## src/rtl/vsplit_pkg.sv

```systemverilog
package vsplit_pkg;
  localparam int unsigned CLS_W = 3;

  typedef enum logic [CLS_W-1:0] {
    CLS_V256 = 3'd0,
    CLS_V512 = 3'd1,
    CLS_L256 = 3'd2,
    CLS_L512 = 3'd3,
    CLS_S256 = 3'd4,
    CLS_S512 = 3'd5
  } op_cls_e;

  localparam logic [CLS_W-1:0] CLS_LAST = CLS_S512;
endpackage

```

## src/rtl/vsplit_pick.sv

```systemverilog
// Picks the lowest one or two ready slots; the second slot carries the high half.
module vsplit_pick #(
  parameter int unsigned N = 4
) (
  input  logic [N-1:0] rdy_i,
  input  logic         need2_i,
  output logic [N-1:0] gnt_o,
  output logic [N-1:0] hi_o,
  output logic         ok_o
);
  localparam logic [N-1:0] ONE = {{(N-1){1'b0}}, 1'b1};

  logic [N-1:0] first, rest, second;

  always_comb begin
    first  = rdy_i & (~rdy_i + ONE);
    rest   = rdy_i & ~first;
    second = rest & (~rest + ONE);
    gnt_o  = need2_i ? (first | second) : first;
    hi_o   = need2_i ? second : '0;
    ok_o   = need2_i ? (|second) : (|first);
  end
endmodule

```

## src/rtl/vsplit_track.sv

```systemverilog
// Fixed-latency completion tracker: one entry per tracked operation.
module vsplit_track #(
  parameter int unsigned LAT   = 3,
  parameter int unsigned TAG_W = 6
) (
  input  logic             clk_i,
  input  logic             rst_ni,
  input  logic             push_i,
  input  logic [TAG_W-1:0] tag_i,
  output logic             done_o,
  output logic [TAG_W-1:0] done_tag_o
);
  logic [LAT-1:0] v_q;
  logic [TAG_W-1:0] t_q [LAT];

  for (genvar s = 0; s < LAT; s++) begin : g_stage
    if (s == 0) begin : g_head
      always_ff @(posedge clk_i or negedge rst_ni) begin
        if (!rst_ni) begin
          v_q[0] <= 1'b0;
          t_q[0] <= '0;
        end else begin
          v_q[0] <= push_i;
          t_q[0] <= tag_i;
        end
      end
    end else begin : g_body
      always_ff @(posedge clk_i or negedge rst_ni) begin
        if (!rst_ni) begin
          v_q[s] <= 1'b0;
          t_q[s] <= '0;
        end else begin
          v_q[s] <= v_q[s-1];
          t_q[s] <= t_q[s-1];
        end
      end
    end
  end

  assign done_o     = v_q[LAT-1];
  assign done_tag_o = t_q[LAT-1];
endmodule

```

## src/rtl/vsplit_top.sv

```systemverilog
module vsplit_top
  import vsplit_pkg::*;
#(
  parameter int unsigned NLANE = 4,
  parameter int unsigned NLD   = 2,
  parameter int unsigned TAG_W = 6,
  parameter int unsigned LAT   = 3
) (
  input  logic                   clk_i,
  input  logic                   rst_ni,
  input  logic                   in_vld_i,
  output logic                   in_rdy_o,
  input  logic [CLS_W-1:0]       in_cls_i,
  input  logic [TAG_W-1:0]       in_tag_i,
  input  logic [NLANE-1:0]       lane_rdy_i,
  output logic [NLANE-1:0]       lane_vld_o,
  output logic [NLANE-1:0]       lane_hi_o,
  output logic [NLANE*TAG_W-1:0] lane_tag_o,
  input  logic [NLD-1:0]         ld_rdy_i,
  output logic [NLD-1:0]         ld_vld_o,
  output logic [NLD-1:0]         ld_hi_o,
  output logic [NLD*TAG_W-1:0]   ld_tag_o,
  input  logic                   st_rdy_i,
  output logic                   st_vld_o,
  output logic                   st_hi_o,
  output logic [TAG_W-1:0]       st_tag_o,
  output logic                   comp_vld_o,
  output logic [TAG_W-1:0]       comp_tag_o,
  output logic                   err_o
);
  logic [NLANE-1:0] lane_gnt, lane_hi;
  logic [NLD-1:0]   ld_gnt, ld_hi;
  logic             lane_ok, ld_ok;
  logic             is_vec, is_ld, is_st, cls_ok, can, fire, push;
  logic             pend_q, err_q;
  logic [TAG_W-1:0] pend_tag_q, push_tag;

  vsplit_pick #(.N(NLANE)) u_lane_pick (
    .rdy_i  (lane_rdy_i),
    .need2_i(in_cls_i == CLS_V512),
    .gnt_o  (lane_gnt),
    .hi_o   (lane_hi),
    .ok_o   (lane_ok)
  );

  vsplit_pick #(.N(NLD)) u_ld_pick (
    .rdy_i  (ld_rdy_i),
    .need2_i(in_cls_i == CLS_L512),
    .gnt_o  (ld_gnt),
    .hi_o   (ld_hi),
    .ok_o   (ld_ok)
  );

  always_comb begin
    is_vec = (in_cls_i == CLS_V256) || (in_cls_i == CLS_V512);
    is_ld  = (in_cls_i == CLS_L256) || (in_cls_i == CLS_L512);
    is_st  = (in_cls_i == CLS_S256) || (in_cls_i == CLS_S512);
    cls_ok = in_cls_i <= CLS_LAST;
    unique case (1'b1)
      is_vec:  can = lane_ok;
      is_ld:   can = ld_ok;
      is_st:   can = st_rdy_i;
      default: can = 1'b1;  // illegal class: accepted and dropped
    endcase
  end

  // A pending store high half owns the issue slot until it goes out.
  assign in_rdy_o = !pend_q && can;
  assign fire     = in_vld_i && in_rdy_o;

  assign lane_vld_o = (fire && is_vec) ? lane_gnt : '0;
  assign lane_hi_o  = (fire && is_vec) ? lane_hi  : '0;
  assign ld_vld_o   = (fire && is_ld)  ? ld_gnt   : '0;
  assign ld_hi_o    = (fire && is_ld)  ? ld_hi    : '0;

  for (genvar i = 0; i < NLANE; i++) begin : g_lane_tag
    assign lane_tag_o[i*TAG_W +: TAG_W] = in_tag_i;
  end
  for (genvar i = 0; i < NLD; i++) begin : g_ld_tag
    assign ld_tag_o[i*TAG_W +: TAG_W] = in_tag_i;
  end

  assign st_vld_o = pend_q ? st_rdy_i : (fire && is_st);
  assign st_hi_o  = pend_q;
  assign st_tag_o = pend_q ? pend_tag_q : in_tag_i;

  assign push     = (fire && cls_ok && (in_cls_i != CLS_S512)) || (pend_q && st_rdy_i);
  assign push_tag = pend_q ? pend_tag_q : in_tag_i;

  always_ff @(posedge clk_i or negedge rst_ni) begin
    if (!rst_ni) begin
      pend_q     <= 1'b0;
      pend_tag_q <= '0;
      err_q      <= 1'b0;
    end else begin
      err_q <= fire && !cls_ok;
      if (pend_q && st_rdy_i) begin
        pend_q <= 1'b0;
      end else if (fire && in_cls_i == CLS_S512) begin
        pend_q     <= 1'b1;
        pend_tag_q <= in_tag_i;
      end
    end
  end

  assign err_o = err_q;

  vsplit_track #(.LAT(LAT), .TAG_W(TAG_W)) u_track (
    .clk_i     (clk_i),
    .rst_ni    (rst_ni),
    .push_i    (push),
    .tag_i     (push_tag),
    .done_o    (comp_vld_o),
    .done_tag_o(comp_tag_o)
  );
endmodule

```

## config.mk

```make
export PLATFORM = sky130hd
export DESIGN_NAME = vsplit_top
export DESIGN_NICKNAME = d
export VERILOG_FILES = /design/src/rtl/vsplit_pkg.sv /design/src/rtl/vsplit_pick.sv /design/src/rtl/vsplit_track.sv /design/src/rtl/vsplit_top.sv
export SDC_FILE = /design/constraint.sdc
export NUM_CORES = 1
export LEC_CHECK = 0
export CAP_MARGIN = 20
export CORE_MARGIN = 2
export CORE_UTILIZATION = 40
export CTS_BUF_LIST = sky130_fd_sc_hd__clkbuf_2
export DETAILED_ROUTE_END_ITERATION = 16
export PLACE_DENSITY_LB_ADDON = 0.25
export SLEW_MARGIN = 20
export SYNTH_ARGS = -nofsm -noshare
export SYNTH_HDL_FRONTEND = slang
export SYNTH_SLANG_ARGS = --single-unit
```

## constraint.sdc

```tcl
create_clock -name clk_i -period 3.1 [get_ports clk_i]
set_input_delay 0.93 -clock clk_i [delete_from_list [all_inputs] [get_ports clk_i]]
set_output_delay 0.93 -clock clk_i [all_outputs]
set_load 0.02 [all_outputs]
```

* Yosys cells after proc, flatten, opt, wreduce, memory -nomap -nowiden
Cells that the tools add are included.
Word-level totals: ROM bits 0, memories 0, input bits 19, RAM bits 0, bits in latches 0, word-level logic and storage cells 73, register bits 29, output and inout bits 65
Cells by class: mux-type cells 15, reduce and logical (&&, ||, !) cells 23, $add $sub $neg 4, shift-type cells 0, equality and inequality tests 6, div/mod/pow operators 0, multiply operators 0, bitwise logic cells 15, $lt $le $gt $ge 1
Operators with widths (count):
- $mux 4 | 4
- $and 4x4->4 | 3
- $not 4->4 | 3
- $logic_and 1x1->1 | 10
- $add 4x1->4 const B | 2
- $mux 2 | 4
- $reduce_or 4->1 | 2
- $and 2x2->2 | 3
- $eq 3x2->1 const B | 2
- $eq 3x3->1 const B | 2
- $mux 6 | 1
- $not 2->2 | 3
- $mux 1 | 5
- $add 2x1->2 const B | 2
- $logic_or 1x1->1 | 4
- $or 4x4->4 | 1
- $reduce_or 2->1 | 2
- $eq 3x1->1 const B | 1
- $le 3x3->1 const B | 1
- $logic_not 3->1 | 1
- $ne 3x3->1 const B | 1
- $pmux 1 s3 | 1
- $logic_not 1->1 | 2
- $or 2x2->2 | 1
- 3 further kinds | 3

* Logic depth before layout (Yosys ltp)
Gate-level depths: netlist of the first run.
depth in word-level cells 16, gate-level depth with buffers 5, depth with buffers taken out 4

* Modules after synthesis
From an unflattened synthesis of the first run, not the netlist that was laid out.
Second synthesis, totals: cells, all modules 158, area, all modules 1689.1 um^2
By module, submodules not included:
- vsplit_top | sequential area each 200.2 um^2, cells an instance 97, area each 887.1 um^2, times used 1
- vsplit_track | sequential area each 525.5 um^2, cells an instance 27, area each 570.5 um^2, times used 1
- vsplit_pick at u_lane_pick | sequential area each 0.0 um^2, cells an instance 25, area each 185.2 um^2, times used 1
- vsplit_pick at u_ld_pick | sequential area each 0.0 um^2, cells an instance 9, area each 46.3 um^2, times used 1

* Least setup slack after synthesis of the first run
OpenSTA, ideal clock, no wires.
path kind input-to-output, start input port in_cls_i[2], end output port ld_hi_o[1], path slack 49 ps, arrival time 2121 ps, stages on the path 5, path buffers 1, data required time 2170 ps, path through clkbuf_2 > a21oi_1 > a2111oi_2 > and2_1 > and3_1
Between the ends: cells in the longest elaborated chain, start to end 7, elaborated cells on any way between the ends 17, those cells by class 5 x eq/ne; 5 x mux; 7 x reduce/logical
RTL lines:
- start, declared | RTL line vsplit_top.sv:13 | input logic [CLS_W-1:0] in_cls_i,
- $eq 3x2->1, or another cell as far along | RTL line vsplit_top.sv:48, vsplit_top.sv:56
- $mux 1, or another cell as far along | RTL line vsplit_pick.sv:21 | ok_o = need2_i ? (|second) : (|first);
- $pmux 1 s3 | RTL line vsplit_top.sv:59 | unique case (1'b1)
- $logic_and 1x1->1 | RTL line vsplit_top.sv:68 | assign in_rdy_o = !pend_q && can;
- $logic_and 1x1->1 | RTL line vsplit_top.sv:69 | assign fire = in_vld_i && in_rdy_o;
- $logic_and 1x1->1 | RTL line vsplit_top.sv:74 | assign ld_hi_o = (fire && is_ld) ? ld_hi : '0;
- $mux 2 * | RTL line vsplit_top.sv:74
- end, declared | RTL line vsplit_top.sv:21 | output logic [NLD-1:0] ld_hi_o,
Every way passes the cells marked *; elsewhere a longest branch is shown, timed or not.

* Worst setup path after layout of the first run
start input port lane_rdy_i[0], end output port lane_vld_o[0]
Between the ends: cells in the longest elaborated chain, start to end 15, elaborated cells on any way between the ends 18, those cells by class 2 x add/sub; 4 x mux; 7 x bitwise; 5 x reduce/logical
RTL lines:
- start, declared | RTL line vsplit_top.sv:15 | input logic [NLANE-1:0] lane_rdy_i,
- $not 4->4 | RTL line vsplit_pick.sv:16 | first = rdy_i & (~rdy_i + ONE);
- $add 4x1->4 | RTL line vsplit_pick.sv:16
- $and 4x4->4 | RTL line vsplit_pick.sv:16
- $not 4->4 | RTL line vsplit_pick.sv:17 | rest = rdy_i & ~first;
- $and 4x4->4 | RTL line vsplit_pick.sv:17
- $not 4->4 | RTL line vsplit_pick.sv:18 | second = rest & (~rest + ONE);
- $add 4x1->4 | RTL line vsplit_pick.sv:18
- $and 4x4->4 | RTL line vsplit_pick.sv:18
- $reduce_or 4->1 | RTL line vsplit_pick.sv:21
- $mux 1 | RTL line vsplit_pick.sv:21
- $pmux 1 s3 | RTL line vsplit_top.sv:59
- $logic_and 1x1->1 | RTL line vsplit_top.sv:68
- $logic_and 1x1->1 | RTL line vsplit_top.sv:69
- $logic_and 1x1->1 | RTL line vsplit_top.sv:71 | assign lane_vld_o = (fire && is_vec) ? lane_gnt : '0;
- $mux 4 * | RTL line vsplit_top.sv:71
- end, declared | RTL line vsplit_top.sv:16 | output logic [NLANE-1:0] lane_vld_o,
Marks and branches as above.

==> metrics.cfg, run 1 <==
[synth]
synthFlopType = dfrtp_1
synthArstFlopShare = 1.000
synth-seq-cells = 29
synth_edf_count = 0
synth_top_area_frac = 0.4782
syn_inst = 140
ys.warnings.count = 0
synth_largest_area_cell = dfrtp_1
syn_avg_cell_area_sq_um = 10.84
netlist_area_sq_mm = 0.001518
netlist_top_cells_area = dfrtp_1, buf_4, mux2_2, and3_1, nor2_1
synth_cell_types = 29
yosysSeqAreaShare = 0.4782

[critical_path]
timing.rr.end = pend_tag_q[4]
endpoint_kind = primary output
critical_path.max_stage_delay_ns = 0.25
start_kind = input pin
worstSetupEndpoint = lane_vld_o[0]
path_cells = clkdlybuf4s15_2 -> nor2_1 -> o21ai_2 -> buf_4 -> and3_1 -> clkdlybuf4s15_2
crit_path_start = lane_rdy_i[0]
rr_worst_depth = 7
cp_num_buf_inv = 3
critPathKind = in2out
required_ns = 2.17
cp.arrival_ns = 2.08
r2r_slack_ns = 1.30
critPathMostFrequentCell = clkdlybuf4s15_2
crit_slowest_cell = clkdlybuf4s15_2
path_delay_family = buffers and inverters
path_max_fanout = 7
cp.depth = 6
rr_startpoint = st_hi_o

[layout]
final_cells = 255
synthToLayoutAreaGrowth_pct = 54.08
nets = 225
drive_gt1_frac = 0.3865
n_antenna_cell = 0

[sta]
finalClockSkew_ns = 0.01113
grt_setup_unrepaired = false
fin_crit_ns = 3.011
hold_ws_ns = 0.3626
setup_violations = 0
slew_viol_final = 0
hold_viol = 0
fin_crit_sh = 0.9714
tns_ns = 0
fmax_ghz = 0.3321

[detailed_routing]
vias = 1219
drc = 0
wl_mm = 3.679
drt_iter0_markers = 50
wl_per_cell_um = 14.43
firstDrtPassIters = 4
ant_nets = 0
routed_via_density = 4.780

[power_and_ir_drop]
power_leakage_uw = 0.001233
p_per_area_mw_per_mm2 = 407.8
irDropWorstVdd_v = 0.0003020

[floorplan]
die-height_um = 65.60
start_util = 0.4146
io_pins = 84
core_area_sq_mm = 0.003661
die-area_sq_mm = 0.004303
fp-row-count = 22
die_w_um = 65.60

[outcome]
status = finished, final reports clean

[cts]
ctsLongestPathBuffers = 2
holdBufCountCts = 0
worstSkewPairLatency_ns = 0.34
clock_sinks = 29
cts_tree = yes
htree_num_levels = 2
cts_buffers = 5
cts_root_buf = clkbuf_2
clk_transition_reported_paths_ns = 0.14

[place]
numPlacedInstances = 246
post-dp-hpwl_mm = 2.738
place_congestion = 0.7330
port_buffers = 81

[grt]
met2_usage = 0.3278
grt_pass1_vias = 1211
grt_antenna_before_repair = 0
gr-total-overflow = 0
grt-busiest-layer = met2
grt_usage = 0.1813
grt_use_met1 = 0.2039
grt_pass1_wl_mm = 5.961
grtUsageMet3 = 0.06336
grt_start_max_net_pins = 30

[run]
max_cap_viol_count = 0

[worst_hold_path]
min_path_type = reg2reg

## logic make-up after synthesis
family | share of synthesized area
compound gates | 0.07997
xor+xnor | 0.005772
buf+inv | 0.2366
flops | 0.4782
mux | 0.09645
other cells | 0.002471
simple gates | 0.1006
## how the worst min path moves through the flow
stage	from	end	slack (ns)	depth (start not counted)
final	u_track.t_q[10]	u_track.done_tag_o[4]	0.36	0
after CTS	u_track.t_q[10]	u_track.done_tag_o[4]	0.36	0
after global placement	u_track.v_q[1]	u_track.done_o	0.33	0
after global routing	u_track.t_q[10]	u_track.done_tag_o[4]	0.36	0
after detailed placement	u_track.t_q[7]	u_track.done_tag_o[1]	0.34	0
after floorplan	u_track.v_q[1]	u_track.done_o	0.33	0
## repair_timing
action / CTS / global route
setup endpoints to repair: 39 / 27
gates resized for setup: 101 / 32
buffers inserted: 0 / 1
pin swaps: 3 / 4
endpoints found under the hold margin: 0 / 0
## synth_stat cells, types with 2 or more instances
library cell,count
buf_4,44
nand2_1,6
inv_1,2
nor2_1,8
mux2_2,13
a31oi_1,3
a221oi_1,2
a21oi_1,4
clkbuf_1,2
o21ai_0,3
nor2b_1,2
and3_1,6
dfrtp_1,29
## sequential cells by signal (all words and copies together) (netlist names)
name,count
err_o,1
u_track.v_q,2
u_track.done_tag_o,6
pend_tag_q,6
u_track.done_o,1
st_hi_o,1
u_track.t_q,12
## cell usage in the layout, fill, tap and decap left out, types with 2 or more instances in the layout
master,count
a21oi_1,3
a31oi_1,2
and3_1,5
buf_2,6
buf_4,25
buf_6,2
clkbuf_2,11
clkdlybuf4s15_2,6
clkdlybuf4s50_1,17
conb_1,2
dfrtp_1,29
dlygate4sd2_1,28
dlymetal6s2s_1,17
inv_2,2
mux2_2,13
nand2_1,6
nor2_1,7
o21ai_0,2
## layer usage
layer,wire [um],part of all wire
met1,1324,0.36
met2,2046,0.56
met3,301,0.082
met4,7,0.0019
met5,0,0
## power breakdown
| part | switching (uW) | internal (uW) |
|---|---|---|
| Sequential | 14.5 | 417 |
| Clock | 127 | 138 |
| Combinational | 136 | 122 |
| Total | 278 | 676 |
## area by class of cell
class	count	area [sq um]
Fill cell	294	1323
Tap cell	48	60.06
Multi-Input combinational cell	61	516.7
Sequential cell	29	725.7
Clock inverter	2	33.78
Timing Repair Buffer	106	960.9
Clock buffer	6	30.03
Inverter	3	11.26
## through the flow
stage                     area (sq um)  power, uW  utilization  worst slack (ns)
final                             2338      953.6       0.6388           0.08866
after global placement            2225      697.0       0.6077           -0.6942
after CTS                         2306      963.5       0.6299         0.0004683
after global routing              2338      999.1       0.6388           0.03857
after floorplan                   1521      591.6            -           0.04864
after detailed placement          2225      706.7       0.6077           -0.7712
(Power assumes the default switching activity.)
==> run 2, diff against run 1 <==
- GPL_TIMING_DRIVEN: unset -> 0
==> run 2 against run 1 <==
- sequential power about the same
- combinational power grew 8.1%
- via count up 4.0%
- clock power decreased by 3%
- critical path depth stayed put
- die area stayed put
- non-clock buffer count up 20
- cell area increased by 3.8%
- worst hold slack is essentially flat
- largest power group unchanged
- critical endpoint is now ld_hi_o[1]
==> metrics.cfg, run 2 (synthesized netlist as in run 1, its figures left out) <==
[outcome]
status = finished, final reports clean

[sta]
setup_violations = 0  ; unchanged
worst_slew_pin_slew_ns = 0.6095
grt_setup_unrepaired = true
tns_ns = 0  ; unchanged
fmax_ghz = 0.3237  ; -2.5%
fin_crit_sh = 0.9965  ; +0.02508
slew_viol_final = 0  ; unchanged
slew_headroom = 0.5937
finalClockSkew_ns = 0.01025  ; -0.0008823 ns
hold_viol = 0  ; unchanged
fin_crit_ns = 3.089  ; +0.07773 ns

[worst_hold_path]
min_path_type = reg2reg

[floorplan]
die-area_sq_mm = 0.004303  ; unchanged
fp-row-count = 22  ; unchanged
core_area_sq_mm = 0.003661  ; unchanged
die_w_um = 65.60  ; unchanged
start_util = 0.4146  ; unchanged
die-height_um = 65.60  ; unchanged
io_pins = 84  ; unchanged

[layout]
regArea_sq_um = 725.7  ; unchanged
drive_gt1_frac = 0.3877  ; +0.001192
max_flop_register = u_track.t_q
final_cell_mix = buf_4, clkdlybuf4s50_1, dfrtp_1
nets = 245  ; +8.9%
utilization = 0.6630  ; +0.02426
largest_reg_flops = 12  ; unchanged
synthToLayoutAreaGrowth_pct = 59.93
n_antenna_cell = 0  ; unchanged
layout_commonest_cell = buf_4
multiInputGateArea_sq_um = 488.0  ; -5.6%
n_fill_cell = 288  ; -2.0%

[cts]
ctsLongestPathBuffers = 2  ; unchanged
cts_root_buf = clkbuf_2
cts_buffers = 5  ; unchanged
cts_tree = yes
worstSkewPairLatency_ns = 0.34  ; about the same
htree_num_levels = 2  ; unchanged
holdBufCountCts = 0  ; unchanged
clk_transition_reported_paths_ns = 0.14  ; about the same
clock_sinks = 29  ; unchanged

[grt]
grt_pass1_vias = 1255  ; +3.6%
grt_pass1_wl_mm = 5.582  ; -6.4%
gr-total-overflow = 0  ; unchanged
grt_start_max_net_pins = 30  ; unchanged
grt_usage = 0.1730  ; -0.008314
grt_antenna_before_repair = 0  ; unchanged

[power_and_ir_drop]
internal_power_uw = 696.3  ; +3.0%
power_frac_seq = 0.445  ; -0.007
p_per_area_mw_per_mm2 = 398.4  ; -2.3%
power_leakage_uw = 0.001173  ; -4.9%
clock_power_share = 0.267  ; -0.011
p_switching_uw = 270.8  ; -2.5%
irDropWorstVdd_v = 0.0002782  ; -7.9%
p_sw_frac = 0.2800  ; -0.01111
combinationalPowerShare = 0.288  ; +0.018

[place]
post-dp-hpwl_mm = 2.627  ; -4.0%
port_buffers = 78  ; -3.7%
place_congestion = 0.7945  ; +8.4%

[critical_path]
required_ns = 2.17  ; about the same
endpoint_kind = primary output
critical_path.max_stage_delay_ns = 0.36  ; +0.11 ns
path_max_fanout = 9  ; +2
cp.arrival_ns = 2.16  ; +0.08 ns
path_cells = buf_2 -> o21bai_2 -> a2111oi_4 -> and2_1 -> and3_1 -> buf_4
r2r_slack_ns = 1.38  ; +0.08 ns
crit_slowest_cell = a2111oi_4
path_delay_family = compound AO/OA/AOI/OAI gates
start_kind = input pin
critPathKind = in2out
cp_num_buf_inv = 2  ; -1

[detailed_routing]
ant_nets = 0  ; unchanged
m1WireLength_mm = 1.253  ; -5.4%
wl_met2_mm = 1.884  ; -7.9%
dr.max_layer_used = met4
wl_mm = 3.479  ; -5.4%
vias = 1268  ; +4.0%
wl_met3_um = 275  ; -8.6%
firstDrtPassIters = 4  ; unchanged
drt_iter0_markers = 49  ; -2.0%
drc = 0  ; unchanged
wl_per_cell_um = 12.65  ; -12%
routed_via_density = 4.611  ; -3.5%

[run]
max_cap_viol_count = 0  ; unchanged

[run 2: cell count changes in the layout (fill, tap and decap cells not counted), sizes merged]
| cell | delta |
|---|---|
| clkdlybuf4s15 | -1 |
| buf | +18 |
| dlygate4sd2 | -9 |
| clkdlybuf4s50 | +28 |
| dlymetal6s2s | -16 |
[run 2: layout make-up]
type,instances,area share
plain buffers,48,0.1443
repair buffers,78,0.3000
flip-flops and latches,29,0.2990
multi-input cells,61,0.2010
clock inverters,2,0.01392
clock buffers,6,0.01237
inverters,3,0.004639
well taps,48,0.02474
[run 2: stage by stage]
stage | total power, uW | cell area (sq um) | setup WS [ns] | cells | hold slack (ns)
after floorplan | 591.6 | 1521 | 0.04864 | 141 | 0.3312
after global placement | 714.0 | 2362 | -0.8458 | 267 | 0.3317
after detailed placement | 721.3 | 2357 | -0.8617 | 267 | 0.3355
after CTS | 974.2 | 2415 | -0.07387 | 275 | 0.3672
after global routing | 1015 | 2427 | -0.07528 | 275 | 0.3742
final | 967.1 | 2427 | 0.01092 | 275 | 0.3630
[run 2: final timing paths]
kind	startpoint	end	cells after the start
min	u_track.t_q[7]	u_track.done_tag_o[1]	0
min reg2reg	u_track.t_q[7]	u_track.done_tag_o[1]	0
max	in_cls_i[0]	ld_hi_o[1]	6
max in group asynchronous	rst_ni	pend_tag_q[3]	1
min in group asynchronous	rst_ni	u_track.done_tag_o[5]	1
max reg2reg	st_hi_o	pend_tag_q[3]	4
[run 2: what timing repair did]
action / 4_1_cts / 5_1_grt
resized for setup: 64 / 12
pin swaps: 4 / 2
buffers inserted: 0 / 0
setup endpoints to repair: 54 / 11
[run 2: per-layer routing]
layer	global-route usage	up-vias
met3	0.06507	7
met2	0.3023	57
met1	0.1846	602
met5	0	-
met4	0.07813	0
li1	-	602
[run 2: power by group through the flow]
stage                     combinational [uW]  sequential, uW  clock [uW]
after floorplan                          155             436           0
after global placement                   278             436           0
after detailed placement                 283             438           0
after CTS                                278             431         266
after global routing                     298             435         282
final                                    279             431         258
